`config.mk`:
```
export PLATFORM = sky130hd
export DESIGN_NAME = irq_bank_top
export DESIGN_NICKNAME = d
export VERILOG_FILES = /design/src/rtl/irq_bank_pkg.sv /design/src/rtl/irqb_status.sv /design/src/rtl/irqb_mask.sv /design/src/rtl/irqb_line.sv /design/src/rtl/irq_bank_top.sv
export SDC_FILE = /design/constraint.sdc
export NUM_CORES = 1
export LEC_CHECK = 0
export BUFFER_PORTS_ARGS = -buffer_cell sky130_fd_sc_hd__buf_4
export CAP_MARGIN = 0
export CORE_MARGIN = 2
export CORE_UTILIZATION = 48
export CTS_CLUSTER_SIZE = 20
export DETAILED_ROUTE_END_ITERATION = 12
export PLACE_DENSITY = 0.84
export SLEW_MARGIN = 20
export SYNTH_ARGS = -nofsm -noshare
export SYNTH_HDL_FRONTEND = slang
export SYNTH_SLANG_ARGS = --single-unit
```
`constraint.sdc`:
```
create_clock -name clk -period 2.72 [get_ports clk]
set_input_delay 0.408 -clock clk [delete_from_list [all_inputs] [get_ports clk]]
set_output_delay 0.408 -clock clk [all_outputs]
set_load 0.05 [all_outputs]
```
`src/rtl/irq_bank_pkg.sv`:
```
package irq_bank_pkg;
  typedef enum logic [1:0] {
    SEL_STATUS  = 2'd0,
    SEL_MASK    = 2'd1,
    SEL_ENABLE  = 2'd2,
    SEL_DISABLE = 2'd3
  } reg_sel_e;

  localparam int SRC_DONE    = 0;
  localparam int SRC_DATA    = 1;
  localparam int SRC_NACK    = 2;
  localparam int SRC_TMO     = 3;
  localparam int SRC_TGT_RDY = 4;
  localparam int SRC_RX_OVF  = 5;
  localparam int SRC_TX_OVF  = 6;
  localparam int SRC_RX_UNF  = 7;
  localparam int SRC_ARB     = 9;

  localparam logic [15:0] DEFAULT_IMPL =
    (16'd1 << SRC_DONE) | (16'd1 << SRC_DATA) | (16'd1 << SRC_NACK) |
    (16'd1 << SRC_TMO) | (16'd1 << SRC_TGT_RDY) | (16'd1 << SRC_RX_OVF) |
    (16'd1 << SRC_TX_OVF) | (16'd1 << SRC_RX_UNF) | (16'd1 << SRC_ARB);
endpackage

```
`src/rtl/irqb_status.sv`:
```
module irqb_status #(
  parameter int          W    = 16,
  parameter logic [W-1:0] IMPL = '1
) (
  input  logic         clk,
  input  logic         rst_n,
  input  logic [W-1:0] clr_vec,
  input  logic [W-1:0] set_vec,
  output logic [W-1:0] status_q
);
  function automatic logic [W-1:0] sticky_next(input logic [W-1:0] cur,
                                               input logic [W-1:0] clr,
                                               input logic [W-1:0] set);
    return ((cur & ~clr) | set) & IMPL;
  endfunction

  always_ff @(posedge clk) begin
    if (!rst_n) status_q <= '0;
    else        status_q <= sticky_next(status_q, clr_vec, set_vec);
  end

  // a set bit survives unless cleared
  p_sticky_r2: assert property (@(posedge clk) disable iff (!rst_n)
    1'b1 |=> ((($past(status_q) & ~$past(clr_vec)) & ~status_q) == '0));
  // an event always leaves its implemented bit set, even against a clear
  p_event_wins_r4: assert property (@(posedge clk) disable iff (!rst_n)
    1'b1 |=> ((($past(set_vec) & IMPL) & ~status_q) == '0));
  // a cleared bit with no event drops
  p_clear_r3: assert property (@(posedge clk) disable iff (!rst_n)
    1'b1 |=> ((($past(clr_vec) & ~$past(set_vec)) & status_q) == '0));
endmodule

```
`src/rtl/irqb_mask.sv`:
```
module irqb_mask #(
  parameter int          W    = 16,
  parameter logic [W-1:0] IMPL = '1
) (
  input  logic         clk,
  input  logic         rst_n,
  input  logic [W-1:0] en_vec,
  input  logic [W-1:0] dis_vec,
  output logic [W-1:0] mask_q
);
  function automatic logic [W-1:0] mask_next(input logic [W-1:0] cur,
                                             input logic [W-1:0] en,
                                             input logic [W-1:0] dis);
    return ((cur & ~en) | dis) & IMPL;
  endfunction

  always_ff @(posedge clk) begin
    if (!rst_n) mask_q <= IMPL;
    else        mask_q <= mask_next(mask_q, en_vec, dis_vec);
  end

  p_enable_clears_r5: assert property (@(posedge clk) disable iff (!rst_n)
    1'b1 |=> (($past(en_vec) & mask_q) == '0));
  p_disable_sets_r6: assert property (@(posedge clk) disable iff (!rst_n)
    1'b1 |=> ((($past(dis_vec) & IMPL) & ~mask_q) == '0));
  p_zero_bits_keep_r5: assert property (@(posedge clk) disable iff (!rst_n)
    1'b1 |=> (((mask_q ^ $past(mask_q)) & ~($past(en_vec) | $past(dis_vec))) == '0));
endmodule

```
`src/rtl/irqb_line.sv`:
```
module irqb_line #(
  parameter int W = 16
) (
  input  logic         clk,
  input  logic         rst_n,
  input  logic [W-1:0] status,
  input  logic [W-1:0] mask,
  output logic         irq_q
);
  function automatic logic pending(input logic [W-1:0] st, input logic [W-1:0] mk);
    return |(st & ~mk);
  endfunction

  always_ff @(posedge clk) begin
    if (!rst_n) irq_q <= 1'b0;
    else        irq_q <= pending(status, mask);
  end

  p_irq_lag_r9: assert property (@(posedge clk) disable iff (!rst_n)
    1'b1 |=> (irq_q == (($past(status) & ~$past(mask)) != '0)));
endmodule

```
`src/rtl/irq_bank_top.sv`:
```
module irq_bank_top
  import irq_bank_pkg::*;
#(
  parameter int               DATA_W = 16,
  parameter logic [DATA_W-1:0] IMPL  = DATA_W'(DEFAULT_IMPL)
) (
  input  logic              clk,
  input  logic              rst_n,
  input  logic [1:0]        reg_sel,
  input  logic              wr_en,
  input  logic [DATA_W-1:0] wdata,
  output logic [DATA_W-1:0] rdata,
  input  logic [DATA_W-1:0] evt,
  output logic              irq
);
  localparam logic [DATA_W-1:0] RSVD = ~IMPL;

  reg_sel_e          sel;
  logic [DATA_W-1:0] clr_vec, en_vec, dis_vec;
  logic [DATA_W-1:0] status_q, mask_q;

  assign sel = reg_sel_e'(reg_sel);

  // write strobes brought out as named vectors
  always_comb begin
    clr_vec = '0;
    en_vec  = '0;
    dis_vec = '0;
    if (wr_en) begin
      case (sel)
        SEL_STATUS:  clr_vec = wdata;
        SEL_ENABLE:  en_vec  = wdata;
        SEL_DISABLE: dis_vec = wdata;
        default: ;
      endcase
    end
  end

  always_comb begin
    case (sel)
      SEL_STATUS: rdata = status_q;
      SEL_MASK:   rdata = mask_q;
      default:    rdata = '0;
    endcase
  end

  irqb_status #(.W(DATA_W), .IMPL(IMPL)) u_status (
    .clk(clk), .rst_n(rst_n), .clr_vec(clr_vec), .set_vec(evt), .status_q(status_q));

  irqb_mask #(.W(DATA_W), .IMPL(IMPL)) u_mask (
    .clk(clk), .rst_n(rst_n), .en_vec(en_vec), .dis_vec(dis_vec), .mask_q(mask_q));

  irqb_line #(.W(DATA_W)) u_line (
    .clk(clk), .rst_n(rst_n), .status(status_q), .mask(mask_q), .irq_q(irq));

  p_rsvd_zero_r8: assert property (@(posedge clk) disable iff (!rst_n)
    1'b1 |=> ((rdata & RSVD) == '0));
  p_mask_ro_r7: assert property (@(posedge clk) disable iff (!rst_n)
    (wr_en && reg_sel == 2'd1) |=> $stable(mask_q));
  p_strobe_read_zero_r10: assert property (@(posedge clk) disable iff (!rst_n)
    (reg_sel[1]) |-> (rdata == '0));
endmodule

```
# [Word-level counts from Yosys, hierarchy flattened]
# Index checks and enable logic that the tools add are counted.
[classes] reduce_logical=2 muxes=7 bitwise_logic=8 n_eq_ne=3
[ops] op="two-way mux 10 bit" count=6
[ops] op="AND 10 bit" count=2
[ops] op="NOT 10 bit" count=2
[ops] op="bitwise OR 10 bit" count=2
[ops] op="one-hot mux 10 bit (2 select lines)" count=1
[ops] op="AND 10 x 16 -> 16 bit" count=1
[ops] op="NOT 10 -> 16 bit" count=1
[ops] op="OR reduction 16 bit" count=1
[ops] op="equality test 2 bit (second input constant)" count=2
[ops] op="equality test 2 x 1 -> 1 bit (second input constant)" count=1
[ops] op="logical NOT 2 bit" count=1
[word_totals] out_inout_bits=17 register_bits=19 wordCells=23 in_bits=37

# [Logic depth before layout (Yosys ltp)]
# Gate-level depths: netlist of run 1.
[logic_depth] depth_word=6 mapped_depth=5 depth_no_buf=3

# [Cells and area by module]
# From an unflattened synthesis of run 1, not the netlist that was laid out.
[unflattened] cells_unflattened=209 hier_area_um2=1525.2
[modules_own_cells] mod="irq_bank_top" instances=1 seq_area_each_um2=0.0 area_per_inst_um2=556.8 cells_each=110
[modules_own_cells] mod="irqb_status" instances=1 seq_area_each_um2=180.2 area_per_inst_um2=439.2 cells_each=36
[modules_own_cells] mod="irqb_mask" instances=1 seq_area_each_um2=180.2 area_per_inst_um2=375.4 cells_each=36
[modules_own_cells] mod="irqb_line" instances=1 seq_area_each_um2=20.0 area_per_inst_um2=153.9 cells_each=27

# [Least setup slack after synthesis of run 1]
# Ideal clock, no wire load.
[synth_timing] kind="input port to output port" start="input reg_sel[0]" end="output rdata[3]" path_slack_ns=0.871 path_buffers=2 cell_stages=4 arrival_ns=1.441 t_required_ns=2.312 cell_sequence="buf_6 > buf_6 > mux2i_1 > nor2_1"
[synth_via] elab_chain_cells=2 word_cells_on_any_way=3 classes_between="eq/ne: 1; mux: 1; reduce/logical: 1"
[synth_lines] item="start: declaration" line="irq_bank_top.sv:9" source="input logic [1:0] reg_sel,"
[synth_lines] item="equality test 2 x 1 -> 1 bit or logical NOT 2 bit (tied branches)" line="irq_bank_top.sv:40" source="case (sel)"
[synth_lines] item="one-hot mux 10 bit (2 select lines) (*)" line="irq_bank_top.sv:40"
[synth_lines] item="end: declaration" line="irq_bank_top.sv:12" source="output logic [DATA_W-1:0] rdata,"
# Every way passes the cells marked *; elsewhere a longest branch is shown, timed or not.

# [Worst setup path in the final report of run 1]
[layout_timing] start="input reg_sel[0]" end="output rdata[4]"
# The elaborated chain is that of the path after synthesis.

==> results of run 1 <==
-- cells in the final DEF (no fill, tap or decap) --
cell type,count
o21a_1,9
buf_4,32
mux2i_1,18
dfxtp_1,19
nand3_4,1
nand2_1,9
a31oi_1,9
nand2b_1,4
nor2_1,9
clkbuf_4,3
conb_1,7
nand3_1,8
o2111ai_1,1
nor2_8,1
clkinv_2,1
o31a_1,1
inv_1,9
o221ai_1,1
o22ai_1,1
-- power groups by stage --
| stage | logic (mW) | clock network, mW | registers (mW) |
|---|---|---|---|
| detailed placement | 0.179 | 0 | 0.310 |
| global route | 0.191 | 0.158 | 0.305 |
| global placement | 0.175 | 0 | 0.309 |
| floorplan | 0.140 | 0 | 0.311 |
| finish | 0.178 | 0.144 | 0.303 |
| CTS | 0.179 | 0.148 | 0.303 |
-- registers in the layout, indices dropped and copies added (netlist names) --
signal and count:
u_line.irq_q 1, u_mask.mask_q 9, u_status.status_q 9
-- layout make-up --
type                    count  share of cell area (%)
repair buffers             32                    19.2
inverters                   9                    2.70
flip-flops and latches     19                    30.4
clock buffers               3                    1.80
well taps                  28                    2.80
clock inverters             1                   0.400
multi-input cells          79                    42.6
-- cell families (layout without fill, tap and decap cells) --
logic type / after synthesis / count (layout) / synth area share (%)
muxes: 18 / 18 / 16.9
and+or+nand+nor: 32 / 32 / 16.0
buffers and inverters: 24 / 45 / 16.2
other: 1 / 7 / 0.353
AOI/OAI and AO/OA: 22 / 22 / 14.7
DFF: 19 / 19 / 35.8
-- synthesized netlist by cell type, drive strengths merged --
cell,n
clkbuf,1
mux2i,18
nand3,9
o22ai,1
nor2,10
o21a,9
conb,1
a31oi,9
buf,14
o31a,1
o221ai,1
inv,9
nand2,9
dfxtp,19
nand2b,4
o2111ai,1
-- routing by layer --
metal	GRT usage (%)	vias to the layer above	wire length [µm]
met5	0	-	0
met4	2.70	0	0
met3	2.92	0	102
met2	33.5	27	1100
met1	20.8	382	890
li1	-	438	-
-- metrics by stage --
step           instance area [µm²]  hold WS (ns)  utilization, %  setup WS (ns)
2_1_floorplan                 1090         0.458               -          0.871
3_3_place_gp                  1220         0.472            56.9           1.15
3_5_place_dp                  1220         0.482            56.9           1.15
4_1_cts                       1250         0.308            58.2           1.15
5_1_grt                       1250         0.309            58.2           1.09
6_report                      1250         0.311            58.2           1.15
-- worst paths after layout --
check,end,from,slack [ns],depth (start not counted)
worst max-delay path,rdata[4],reg_sel[0],1.15,4
worst min-delay path,u_status.status_q[9],evt[9],0.31,2
worst max register to register,u_line.irq_q,u_mask.mask_q[1],1.76,3
worst min register to register,u_mask.mask_q[0],u_mask.mask_q[0],0.51,2
==> impl_metrics.yaml, run 1 <==
worst_setup_path:
  startpoint_type: "input port"
  end_kind: "output port"
  critPathMaxStageDelay_ns: 0.26
  arrival_ns: 1.17
  crit_buf_inv: 2
  path_cells: "buf_4 -> mux2i_1 -> nor2_1 -> buf_4"
  crit_path_frequent_cell: "buf_4"
  slowest_stage: "buf_4"
  worstPathRequired_ns: 2.31
  crit_family: "buffers and inverters"
  worstSetupPathType: "in -> out"
  critical_path.max_fanout: 19
power:
  seqPwrFrac_pct: 48.5
  p_total_mw: 0.624
  leakagePower_nw: 0.623
  ir_drop_mv: 0.322
  p_int_mw: 0.413
  combPwrFrac_pct: 28.4
  clockPowerShare_pct: 23.0
  p_sw_share_pct: 33.9
  power.density_nw_per_um2: 499
  p_switching_mw: 0.212
clock_network:
  numCtsBuffers: 3
  cts_resized: 0
  cts_tree: "built"
  cts.sinks: 19
  path_clk_slew_ns: 0.12
  clk_path_buf_depth: 2
  insertion_delay_ns: 0.30
  root_buffer: "clkbuf_4"
  cts.htree.levels: 1
  postCtsSetupBuffers: 0
  hold_buffers: 0
synth:
  seq_area_frac_synth_pct: 35.8
  syn_area_per_cell_um2: 9.17
  ys_types: 21
  yosys-top-cells-area: "dfxtp_1 (36%), mux2i_1 (17%), o21a_1 (6.4%), a31oi_1 (5.3%), buf_6 (5.3%)"
  synth_top_area_share_pct: 35.8
  synthesis.area_um2: 1060
  yosysWarnings: 0
  synth-seq-cells: 19
  synth_cells: 116
  yosysTopAreaCell: "dfxtp_1"
cells_and_area:
  diodes: 0
  stdcell_count: 171
  nets: 181
  layout-drive-gt1-share_pct: 26.6
  multi_input_area_um2: 533
  nFillCells: 210
  regArea_um2: 380
  areaGrowthSynthToFinish_pct: 17.5
timing:
  hold_viol: 0
  rsz0062_at_grt: "false"
  final.setup_skew_ns: 0.00858
  min_period_ns: 1.57
  setup_viol: 0
  max_freq_ghz: 0.635
  final-max-slew-violation-count: 0
  period_share_pct: 57.9
  tns_ns: 0
floorplan:
  fp-row-count: 17
  die_area_um2: 2610
  core_um2: 2150
  start_util_pct: 49.5
  die_width_um: 51.1
  io_pins: 54
  die_h_um: 51.1
route:
  drt_first_pass_iters: 4
  wirelength_um: 2090
  wl_per_cell_um: 12.2
  vias: 847
  ant_nets: 0
  first_iter_violations: 16
  drc: 0
  vias_per_cell: 4.95
global_route:
  first_global_vias: 859
  antenna_found_initial: 0
  grt_use_total_pct: 17.6
  grt_max_degree: 20
  grt.overflow.total: 0
  grt_pass1_wl_um: 3580
job:
  cap_violations: 0
placement:
  port_buffers: 32
  placedCellCount: 167
  gp_congestion: 0.730
status:
  status: "finished, final reports clean"
min_path:
  holdCritPathClass: "in -> reg"
(Power assumes the default switching activity.)
==> run 2: changes to the inputs <==
CORE_UTILIZATION = 44   (was 48)
PLACE_DENSITY = 0.78   (was 0.84)
clock period = 1.5 ns   (was 2.72 ns; I/O delays follow)
==> impl_metrics.yaml, run 2 (synthesized netlist as in run 1, its figures left out) <==
global_route:
  grt_max_degree: 20
  grt.overflow.total: 0
  grt_pass1_wl_um: 3390
  first_global_vias: 778
  grt_use_total_pct: 16.9
  antenna_found_initial: 0
floorplan:
  die_width_um: 53.2
  die_area_um2: 2830
  io_pins: 54
  die_h_um: 53.2
  core_um2: 2250
  start_util_pct: 47.2
  fp-row-count: 17
route:
  ant_nets: 0
  vias: 877
  drt_first_pass_iters: 4
  vias_per_cell: 5.13
  wl_per_cell_um: 12.2
  first_iter_violations: 9
  wirelength_um: 2090
  drc: 0
worst_setup_path:
  worstSetupPathType: "reg -> out"
  crit_buf_inv: 1
  ff2ff_path_depth: 3
  critical_path.max_fanout: 3
  arrival_ns: 1.07
  critPathMaxStageDelay_ns: 0.39
  worstPathRequired_ns: 1.27
  worst-path-stages: 3
  slowest_stage: "dfxtp_1"
  startpoint_type: "flop"
  end_kind: "output port"
  path_cells: "mux2i_1 -> nor2_1 -> buf_4"
  crit_family: "flip-flops"
timing:
  min_period_ns: 1.30
  period_share_pct: 86.5
  final.setup_skew_ns: 0.00272
  tns_ns: 0
  final-max-slew-violation-count: 0
  hold_viol: 0
  max_freq_ghz: 0.771
  setup_viol: 0
  rsz0062_at_grt: "false"
cells_and_area:
  areaGrowthSynthToFinish_pct: 17.4
  final_common_cell: "buf_4"
  nFillCells: 217
  regArea_um2: 380
  stdcell_count: 171
  final_cell_mix: "buf_4 (32), dfxtp_1 (19), mux2i_1 (18)"
  layout-drive-gt1-share_pct: 25.9
  reg_top3: "u_mask.mask_q x9, u_status.status_q x9, u_line.irq_q x1"
  nets: 181
  multi_input_area_um2: 533
  diodes: 0
clock_network:
  clk_path_buf_depth: 2
  path_clk_slew_ns: 0.10
  cts_tree: "built"
  numCtsBuffers: 3
  cts.sinks: 19
  insertion_delay_ns: 0.29
  hold_buffers: 0
  cts.htree.levels: 1
  cts_resized: 0
  root_buffer: "clkbuf_4"
  postCtsSetupBuffers: 0
power:
  leakagePower_nw: 0.621
  power.density_nw_per_um2: 905
  ir_drop_mv: 0.695
status:
  status: "finished, final reports clean"
placement:
  placedCellCount: 167
  gp_congestion: 0.695
  port_buffers: 32
min_path:
  holdCritPathClass: "in -> reg"
  min_path_cells: 2
job:
  cap_violations: 0
[run 2: cell types whose count changed in the layout (fill, tap and decap cells not counted), sizes merged]
| cell | previous run | this run |
|---|---|---|
| clkbuf | 3 | 4 |
| clkinv | 1 | 0 |
[run 2: area by class of cell]
class	instances	area share, %
Timing Repair Buffer	32	19.2
Inverter	9	2.71
Sequential cell	19	30.5
Clock buffer	4	2.10
Tap cell	28	2.81
Multi-Input combinational cell	79	42.7
[run 2: per-stage QoR]
stage	total power, mW	utilization, %	hold slack (ns)	worst slack, ns	cell area, µm²
after floorplan	0.816	-	0.349	0.0172	1090
after CTS	1.15	55.4	0.120	0.182	1250
final	1.13	55.4	0.127	0.202	1250
after detailed placement	0.885	54.2	0.439	0.281	1220
after global placement	0.879	54.2	0.433	0.297	1220
after global routing	1.19	55.4	0.119	0.139	1250
[run 2: worst reg2reg max path, stage by stage, from the launching register on]
cell      delay (ns)
dfxtp_1         0.36
nand2b_1        0.11
o221ai_1        0.12
o31a_1          0.29
[run 2: layer usage]
metal  vias up  wire, µm  GRT usage, %
li1        436         -             -
met1       401       902          21.3
met2        36      1020          27.3
met3         4       138          3.11
met4         0        34          8.97
met5         -         0             0
[run 2: path summary, 6_finish.rpt]
check                    from                    to  slack (ns)
min                    evt[1]  u_status.status_q[1]        0.13
min reg2reg  u_mask.mask_q[1]      u_mask.mask_q[1]        0.51
max          u_mask.mask_q[6]              rdata[6]        0.20
max reg2reg  u_mask.mask_q[1]          u_line.irq_q        0.51
[run 2: report_power, final]
group	total [mW]	internal [mW]	leakage, nW	switching (mW)
logic	0.322	0.117	0.448	0.205
registers	0.550	0.533	0.157	0.0174
clock network	0.258	0.104	0.0150	0.155
